$ cat src/rtl/rdWrStartArbPkg.sv
package rdWrStartArbPkg;

  // What was started on the last edge
  typedef enum logic [1:0] {
    PREV_NONE = 2'd0,
    PREV_RD   = 2'd1,
    PREV_WR   = 2'd2
  } prevStart_e;

  // Strobes from control to datapath, valid in the cycle before the edge
  typedef struct packed {
    logic startRd;
    logic startWr;
  } startStb_t;

endpackage

$ cat src/rtl/arbCtrl.sv
module arbCtrl
  import rdWrStartArbPkg::*;
(
  input  logic      clk,
  input  logic      rstN,
  input  logic      rdSel,
  input  logic      wrSel,
  output startStb_t stb,
  output logic      rdGnt,
  output logic      wrGnt
);

  prevStart_e prevQ;

  // Decision for the coming edge
  always_comb begin
    stb = '0;
    unique case (prevQ)
      PREV_NONE: begin
        if (rdSel)      stb.startRd = 1'b1;
        else if (wrSel) stb.startWr = 1'b1;
      end
      PREV_RD: begin
        // a second read in a row is dropped
        if (wrSel) stb.startWr = 1'b1;
      end
      PREV_WR: begin
        // a second write in a row is dropped
        if (rdSel) stb.startRd = 1'b1;
      end
      default: stb = '0;
    endcase
  end

  always_ff @(posedge clk or negedge rstN) begin
    if (!rstN) begin
      prevQ <= PREV_NONE;
      rdGnt <= 1'b0;
      wrGnt <= 1'b0;
    end else begin
      rdGnt <= stb.startRd;
      wrGnt <= stb.startWr;
      if (stb.startRd)      prevQ <= PREV_RD;
      else if (stb.startWr) prevQ <= PREV_WR;
      else                  prevQ <= PREV_NONE;
    end
  end

endmodule

$ cat src/rtl/fwdLaneMux.sv
module fwdLaneMux #(
  parameter int LANE_W = 8
) (
  input  logic              useFwd,
  input  logic [LANE_W-1:0] arrLane,
  input  logic [LANE_W-1:0] fwdLane,
  output logic [LANE_W-1:0] outLane
);

  assign outLane = useFwd ? fwdLane : arrLane;

endmodule

$ cat src/rtl/fwdPath.sv
module fwdPath
  import rdWrStartArbPkg::*;
#(
  parameter int ADDR_W = 8,
  parameter int BEATS  = 4,
  parameter int LANES  = 2,
  parameter int LANE_W = 8,
  localparam int MASK_W  = BEATS * LANES,
  localparam int BURST_W = MASK_W * LANE_W
) (
  input  logic               clk,
  input  logic               rstN,
  input  startStb_t          stb,
  input  logic [ADDR_W-1:0]  rdAddr,
  input  logic [ADDR_W-1:0]  wrAddr,
  input  logic [BURST_W-1:0] wrData,
  input  logic [MASK_W-1:0]  wrMask,
  input  logic [BURST_W-1:0] arrRdData,
  output logic [ADDR_W-1:0]  rdGntAddr,
  output logic [BURST_W-1:0] rdData,
  output logic               cmtEn,
  output logic [ADDR_W-1:0]  cmtAddr,
  output logic [BURST_W-1:0] cmtData,
  output logic [MASK_W-1:0]  cmtMask
);

  // Write started on the previous edge, not yet in the array
  logic               pendValid;
  logic [ADDR_W-1:0]  pendAddr;
  logic [BURST_W-1:0] pendData;
  logic [MASK_W-1:0]  pendMask;

  // Forward selection captured with the read start
  logic [MASK_W-1:0]  fwdMaskQ;
  logic [BURST_W-1:0] fwdDataQ;

  logic fwdHit;
  assign fwdHit = pendValid && (pendAddr == rdAddr);

  always_ff @(posedge clk or negedge rstN) begin
    if (!rstN) begin
      pendValid <= 1'b0;
      pendAddr  <= '0;
      pendData  <= '0;
      pendMask  <= '0;
      cmtEn     <= 1'b0;
      cmtAddr   <= '0;
      cmtData   <= '0;
      cmtMask   <= '0;
      rdGntAddr <= '0;
      fwdMaskQ  <= '0;
      fwdDataQ  <= '0;
    end else begin
      pendValid <= stb.startWr;
      if (stb.startWr) begin
        pendAddr <= wrAddr;
        pendData <= wrData;
        pendMask <= wrMask;
      end
      cmtEn   <= pendValid;
      cmtAddr <= pendAddr;
      cmtData <= pendData;
      cmtMask <= pendMask;
      if (stb.startRd) begin
        rdGntAddr <= rdAddr;
        fwdMaskQ  <= fwdHit ? pendMask : '0;
        fwdDataQ  <= pendData;
      end
    end
  end

  for (genvar g = 0; g < MASK_W; g++) begin : gLane
    fwdLaneMux #(.LANE_W(LANE_W)) i_laneMux (
      .useFwd (fwdMaskQ[g]),
      .arrLane(arrRdData[g*LANE_W +: LANE_W]),
      .fwdLane(fwdDataQ[g*LANE_W +: LANE_W]),
      .outLane(rdData[g*LANE_W +: LANE_W])
    );
  end

endmodule

$ cat src/rtl/rdWrStartArb.sv
module rdWrStartArb
  import rdWrStartArbPkg::*;
#(
  parameter int ADDR_W = 8,
  parameter int BEATS  = 4,
  parameter int LANES  = 2,
  parameter int LANE_W = 8,
  localparam int MASK_W  = BEATS * LANES,
  localparam int BURST_W = MASK_W * LANE_W
) (
  input  logic               clk,
  input  logic               rstN,
  input  logic               rdSel,
  input  logic [ADDR_W-1:0]  rdAddr,
  input  logic               wrSel,
  input  logic [ADDR_W-1:0]  wrAddr,
  input  logic [BURST_W-1:0] wrData,
  input  logic [MASK_W-1:0]  wrMask,
  input  logic [BURST_W-1:0] arrRdData,
  output logic               rdGnt,
  output logic               wrGnt,
  output logic [ADDR_W-1:0]  rdGntAddr,
  output logic [BURST_W-1:0] rdData,
  output logic               cmtEn,
  output logic [ADDR_W-1:0]  cmtAddr,
  output logic [BURST_W-1:0] cmtData,
  output logic [MASK_W-1:0]  cmtMask
);

  startStb_t stb;

  arbCtrl i_arbCtrl (
    .clk  (clk),
    .rstN (rstN),
    .rdSel(rdSel),
    .wrSel(wrSel),
    .stb  (stb),
    .rdGnt(rdGnt),
    .wrGnt(wrGnt)
  );

  fwdPath #(
    .ADDR_W(ADDR_W),
    .BEATS (BEATS),
    .LANES (LANES),
    .LANE_W(LANE_W)
  ) i_fwdPath (
    .clk      (clk),
    .rstN     (rstN),
    .stb      (stb),
    .rdAddr   (rdAddr),
    .wrAddr   (wrAddr),
    .wrData   (wrData),
    .wrMask   (wrMask),
    .arrRdData(arrRdData),
    .rdGntAddr(rdGntAddr),
    .rdData   (rdData),
    .cmtEn    (cmtEn),
    .cmtAddr  (cmtAddr),
    .cmtData  (cmtData),
    .cmtMask  (cmtMask)
  );

endmodule

$ cat config.mk
export PLATFORM = sky130hd
export DESIGN_NAME = rdWrStartArb
export DESIGN_NICKNAME = d
export VERILOG_FILES = /design/src/rtl/rdWrStartArbPkg.sv /design/src/rtl/arbCtrl.sv /design/src/rtl/fwdLaneMux.sv /design/src/rtl/fwdPath.sv /design/src/rtl/rdWrStartArb.sv
export SDC_FILE = /design/constraint.sdc
export NUM_CORES = 1
export LEC_CHECK = 0
export BUFFER_PORTS_ARGS = -buffer_cell sky130_fd_sc_hd__buf_2
export CORE_MARGIN = 4
export CORE_UTILIZATION = 52
export CTS_BUF_LIST = sky130_fd_sc_hd__clkbuf_8
export CTS_CLUSTER_SIZE = 28
export DETAILED_ROUTE_END_ITERATION = 10
export HOLD_SLACK_MARGIN = 0.02
export PLACE_DENSITY = 0.83
export SYNTH_ARGS = -nofsm -noshare
export SYNTH_HDL_FRONTEND = slang
export SYNTH_SLANG_ARGS = --single-unit
$ cat constraint.sdc
create_clock -name clk -period 2.1 [get_ports clk]
set_input_delay 0.105 -clock clk [delete_from_list [all_inputs] [get_ports clk]]
set_output_delay 0.105 -clock clk [all_outputs]
set_load 0.02 [all_outputs]
Word-level counts from Yosys, hierarchy flattened
Cells that the tools add are included.
{ "totals": {"regBits": 245, "in_bits": 156, "word_cells": 35} }
{ "op_classes": {"eq_ne": 3, "mux": 16, "reduce_logical": 3} }
{ "ops": {"columns": ["operator", "count"], "rows": [
  ["$mux 8", 9],
  ["$eq 8x8->1", 1],
  ["$mux 1", 4],
  ["$mux 2", 2],
  ["$eq 2x1->1 const B", 1],
  ["$eq 2x2->1 const B", 1],
  ["$logic_not 2->1", 1],
  ["$pmux 1 s2", 1],
  ["$reduce_or 2->1", 1],
  ["$logic_and 1x1->1", 1]
]} }

Longest topological paths before layout
{ "logic_depth": {"ltp_word": 5, "mapped_depth": 7} }

By module
Synthesis repeated with hierarchy kept, for this count alone.
{ "unflattened": {"hier_cells": 536, "area_unflattened_um2": 9303.9} }
{ "by_module_without_submodules": {"columns": ["mod", "instances", "cells_each", "area_per_inst_um2"], "rows": [
  ["fwdPath", 1, 458, 8149.1],
  ["fwdLaneMux", 8, 9, 131.4],
  ["arbCtrl", 1, 6, 103.8]
]} }

Worst setup path after synthesis
No wires, ideal clock.
{ "synth_path": {"path_type": "register to register", "startpoint": "register i_arbCtrl.prevQ[0]", "endpoint": "register i_fwdPath.pendAddr[0]", "arrival_ns": 1.555, "setup_slack_ns": 0.420, "path_stages_with_launch": 8, "n_path_buf": 3, "period_less_slack_ns": 1.680, "path_cell_list": "dfrtp_1 > nand2b_1 > buf_6 > inv_2 > nor3b_2 > buf_6 > buf_12 > mux2_4"} }
{ "synth_between": {"elab_chain_len": 2, "word_cells_on_any_way": 3, "classes_between": "eq/ne: 1; mux: 1; reduce/logical: 1"} }
{ "synth_lines": {"columns": ["item", "line", "rtl"], "rows": [
  ["from (decl)", "arbCtrl.sv:13", "prevStart_e prevQ;"],
  ["from (signal assigned)", "arbCtrl.sv:37", "prevQ <= PREV_NONE;"],
  ["from (signal assigned)", "arbCtrl.sv:43", "if (stb.startRd) prevQ <= PREV_RD;"],
  ["from (signal assigned)", "arbCtrl.sv:44", "else if (stb.startWr) prevQ <= PREV_WR;"],
  ["$eq 2x1->1 or $logic_not 2->1 (tied branches)", "arbCtrl.sv:18", "unique case (prevQ)"],
  ["$pmux 1 s2 *", "arbCtrl.sv:18", null],
  ["to (signal assigned)", "fwdPath.sv:56", "pendAddr <= wrAddr;"],
  ["to (decl)", "fwdPath.sv:29", "logic [ADDR_W-1:0] pendAddr;"]
]} }
Every way passes the cells marked *; elsewhere a longest branch is shown, timed or not.
A chain may end at the register's enable or synchronous reset.

Worst setup path after layout
{ "layout_path": {"startpoint": "register i_fwdPath.fwdMaskQ[7]", "endpoint": "output port rdData[63]"} }
{ "layout_between": {"elab_chain_len": 1} }
{ "layout_lines": {"columns": ["item", "line", "rtl"], "rows": [
  ["from (decl)", "fwdPath.sv:34", "logic [MASK_W-1:0] fwdMaskQ;"],
  ["from (signal assigned)", "fwdPath.sv:66", "fwdMaskQ <= fwdHit ? pendMask : '0;"],
  ["$mux 8", "fwdLaneMux.sv:10", "assign outLane = useFwd ? fwdLane : arrLane;"],
  ["to (decl)", "rdWrStartArb.sv:23", "output logic [BURST_W-1:0] rdData,"]
]} }
No other way between the ends.

==> results by stage <==
Status:
- The flow ran to the end, and the final reports show no timing, DRC or antenna violations.

Finish:
- The most common library cell in the layout ignoring fill and taps is sky130_fd_sc_hd__buf_2.
- The final-stage net count is 1240.
- The post-synthesis to final-layout area growth is 36.8%.
- Leaving out fill and tap cells, the most frequent cells in the layout are sky130_fd_sc_hd__buf_2 (309), sky130_fd_sc_hd__dfrtp_1 (244), sky130_fd_sc_hd__nand2_1 (218).
- In the final layout, the share of cells above drive strength 1 is 47.8%.
- After the flow finishes, the layout carries non-filler instances totaling 1338.
- After routing the design area is 12800 sq um.

Worst setup path:
- The endpoint type of the worst setup path is a primary output.
- The category of cells accounting for the largest share of critical-path delay is flip-flops.
- At the worst endpoint, the arrival time is about 1.7 ns.
- The signal on the critical path passes through mux2_2 > buf_2.
- The largest fanout on the critical path is 9.
- At the worst endpoint, the required time is 2.00 ns.
- The critical path class is flop to primary output.
- On the worst path, the slowest cell contributes a delay of 0.65 ns.
- For this design, the slowest cell found on the critical path is sky130_fd_sc_hd__dfrtp_1.
- The number of buffers and inverters on the critical path is 1.
- The kind of launch point of the worst setup path is a flop.

STA:
- The minimum hold slack is 0.0936 ns.
- The final count of hold timing violations is 0.
- At the pin with the least slew margin, the transition time is 0.970 ns.
- The final critical-path required period is 1.84 ns.
- The clock skew is 0.0321 ns.
- The max-slew violation count was 0.
- Adding up every negative setup slack in the final design gives 0 ns.
- In this run the tightest slew margin relative to its limit is 35.3%.
- Setup repair after global routing left no endpoint under its margin.
- Setup violations remaining at the end of the flow were counted as 0.
- The least setup slack across all paths after layout is between 0.2 and 0.3 ns.
- Static timing analysis puts the maximum clock frequency at 543 MHz.
- Dividing the final minimum period by the clock period gives 87.6%.

Routing:
- Across all layers, the routed design uses 6740 vias.
- After detailed routing, the total wire length is 25300 um.
- In this run, the number of DRC markers left after iteration 0 of detailed routing was 271.
- In this run the remaining antenna-violating nets after routing total 0.
- The number of vias per cell after detailed routing is 5.04.
- The per-cell routed wire length is approximately 19 um.
- In the routed design, unresolved DRC markers number 0.
- The first detailed-routing pass took 4 iterations.

Clock tree:
- Clock latency on the worst-skew pair, taken at its later pin, is 0.53 ns.
- Buffers added to address setup during post-CTS repair amount to 0.
- The clock drives 244 sinks.
- The depth of the CTS H-tree is 2.
- The clock root buffer is sky130_fd_sc_hd__clkbuf_8.
- The number of clock buffers added by TritonCTS is 38.
- The clock tree from TritonCTS is yes.
- Clock-pin slew was measured on the worst setup and hold paths at roughly 0.070 ns.
- The maximum buffer depth of the clock tree is 3.

Synthesis:
- The synthesized net count is a little over 800.
- The number of standard cells after synthesis is ~660.
- Each instance of the synthesized netlist takes up on average 14.1 sq um.
- In the post-synthesis netlist, the biggest area contributors are sky130_fd_sc_hd__dfrtp_1 (65%), sky130_fd_sc_hd__mux2_4 (13%), sky130_fd_sc_hd__nand2_1 (8.8%), sky130_fd_sc_hd__mux2_2 (7.7%), sky130_fd_sc_hd__buf_12 (1.7%).
- The number of warnings reported in the yosys synthesis log is 0.
- The share of Yosys cell area claimed by the top area cell type is 65.5%.
- Summing the sequential cell areas from Yosys gives around two thirds of the chip area.
- The flip-flop and latch count after synthesis is 244.
- The synthesized netlist contains 17 unique library cells.
- Summing every instance area after synthesis gives ~9300 sq um.
- The largest total area in the synthesized netlist belongs to sky130_fd_sc_hd__dfrtp_1.

Power:
- VDD sags by at most around 0.68 mV.
- In this run the static leakage power is around 6.6 nW.
- The power per standard cell area is 992 nW/um^2.

Global route:
- The via count of the first global-routing pass is 7414.
- The first-pass GRT wire length is 39500 um.
- Global routing used 25.2% of the available tracks.
- The largest net degree at the start of global routing is 81.
- The number of antenna violations at the first check in global routing was 2.
- The overall overflow remaining after global route is 0.

Placed design:
- The global placer's final weighted congestion is 0.839.
- The setup slack after placement is about 0.33 ns.
- Counting tap cells, the placed design contains a total of ~1200 instances.
- The count of buffers from port buffering is 310.
- In this run the cell area measured after placement is 11100 sq um.
- The detailed placement HPWL is 15700 um.

Floorplan:
- The floorplan core area is 17400 sq um.
- The standard-cell row count is 48.
- The die covers 20100 sq um.
- The height of the chip is ~140 um.
- The die outline width is 142 um.
- In this run the count of I/O pins placed on the die edge is around 310.
- For this configuration, the core starts out at a cell density of a little over half.

Worst hold path:
- The class of the tightest hold or removal check is input port to asynchronous set/reset pin.

Run:
- The count of max-cap constraint violations is 0.
## cell type report
| class | count | area (sq um) |
|---|---|---|
| Clock buffer | 49 | 674 |
| Multi-Input combinational cell | 384 | 2950 |
| Clock inverter | 18 | 115 |
| Fill cell | 1089 | 4660 |
| Inverter | 1 | 3.75 |
| Sequential cell | 244 | 6110 |
| Tap cell | 225 | 282 |
| Antenna cell | 2 | 5.00 |
| Timing Repair Buffer | 415 | 2630 |
## repair_timing
action / 4_1_cts / 5_1_grt
resized for setup: 0 / 0
hold endpoints to repair: 333 / 0
hold buffers: 90 / 0
## report_power, final
| group | total, W | leakage (nW) | switching, W | internal [W] |
|---|---|---|---|---|
| combinational | 0.00243 | 3.22 | 0.00130 | 0.00113 |
| sequential | 0.00615 | 2.93 | 0.000562 | 0.00559 |
| clock | 0.00407 | 0.442 | 0.00183 | 0.00223 |
| total | 0.0127 | 6.59 | 0.00370 | 0.00896 |
## path summary, 6_finish.rpt
check | startpoint | endpoint | cells past startpoint | slack [ns]
worst max register to register | i_arbCtrl.prevQ[0] | i_fwdPath.pendData[23] | 5 | 0.33
worst min register to register | i_fwdPath.pendData[27] | i_fwdPath.cmtData[27] | 0 | 0.40
worst min-delay path | rstN | i_fwdPath.cmtData[17] | 2 | 0.09
max in group asynchronous | rstN | i_fwdPath.pendAddr[0] | 3 | 1.27
min in group clk | rdSel | i_fwdPath.pendValid | 5 | 0.20
worst max-delay path | i_fwdPath.fwdMaskQ[7] | rdData[63] | 2 | 0.26
## through the flow
| step | total power, W | utilization [%] |
|---|---|---|
| 2_1_floorplan | 0.00752 | - |
| 3_3_place_gp | 0.00837 | 63.5 |
| 3_5_place_dp | 0.00848 | 63.5 |
| 4_1_cts | 0.0127 | 73.2 |
| 5_1_grt | 0.0133 | 73.3 |
| 6_report | 0.0127 | 73.3 |
## registers in the layout, indices dropped and copies added, names as in the netlist
name                 count
i_fwdPath.cmtData       64
i_fwdPath.fwdDataQ      64
i_fwdPath.pendData      64
i_fwdPath.cmtAddr        8
i_fwdPath.cmtMask        8
i_fwdPath.fwdMaskQ       8
i_fwdPath.pendAddr       8
i_fwdPath.pendMask       8
i_fwdPath.rdGntAddr      8
i_arbCtrl.prevQ          2
i_fwdPath.cmtEn          1
i_fwdPath.pendValid      1
## logic make-up after synthesis
kind of cell,count (synthesis),share of synthesized area [%]
xor+xnor,8,0.751
simple gates,224,9.39
mux,144,20.6
compound gates,8,0.751
flops,244,65.5
buf+inv,35,3.06
## synth_stat cells
cell type                  number
sky130_fd_sc_hd__clkbuf_1      17
sky130_fd_sc_hd__nor4_4         1
sky130_fd_sc_hd__dfrtp_1      244
sky130_fd_sc_hd__nand2b_1       1
sky130_fd_sc_hd__mux2_2        64
sky130_fd_sc_hd__nand3_1        2
sky130_fd_sc_hd__xnor2_1        8
sky130_fd_sc_hd__mux2_1         1
sky130_fd_sc_hd__buf_6          2
sky130_fd_sc_hd__a22o_1         8
sky130_fd_sc_hd__nor3b_1        1
sky130_fd_sc_hd__mux2_4        79
sky130_fd_sc_hd__nand2_1      218
sky130_fd_sc_hd__buf_12         8
sky130_fd_sc_hd__inv_2          1
sky130_fd_sc_hd__nor3b_2        1
sky130_fd_sc_hd__buf_2          7
## metal layers
layer	vias to the layer above	share of wire, %	GRT usage, %	wire [um]
li1	3012	-	-	-
met1	3363	38	30.5	9650
met2	290	52	43.5	13100
met3	75	5.8	4.75	1480
met4	0	4.2	12.6	1070
met5	-	0	0	0
Power figures use the tool's default switching activity.
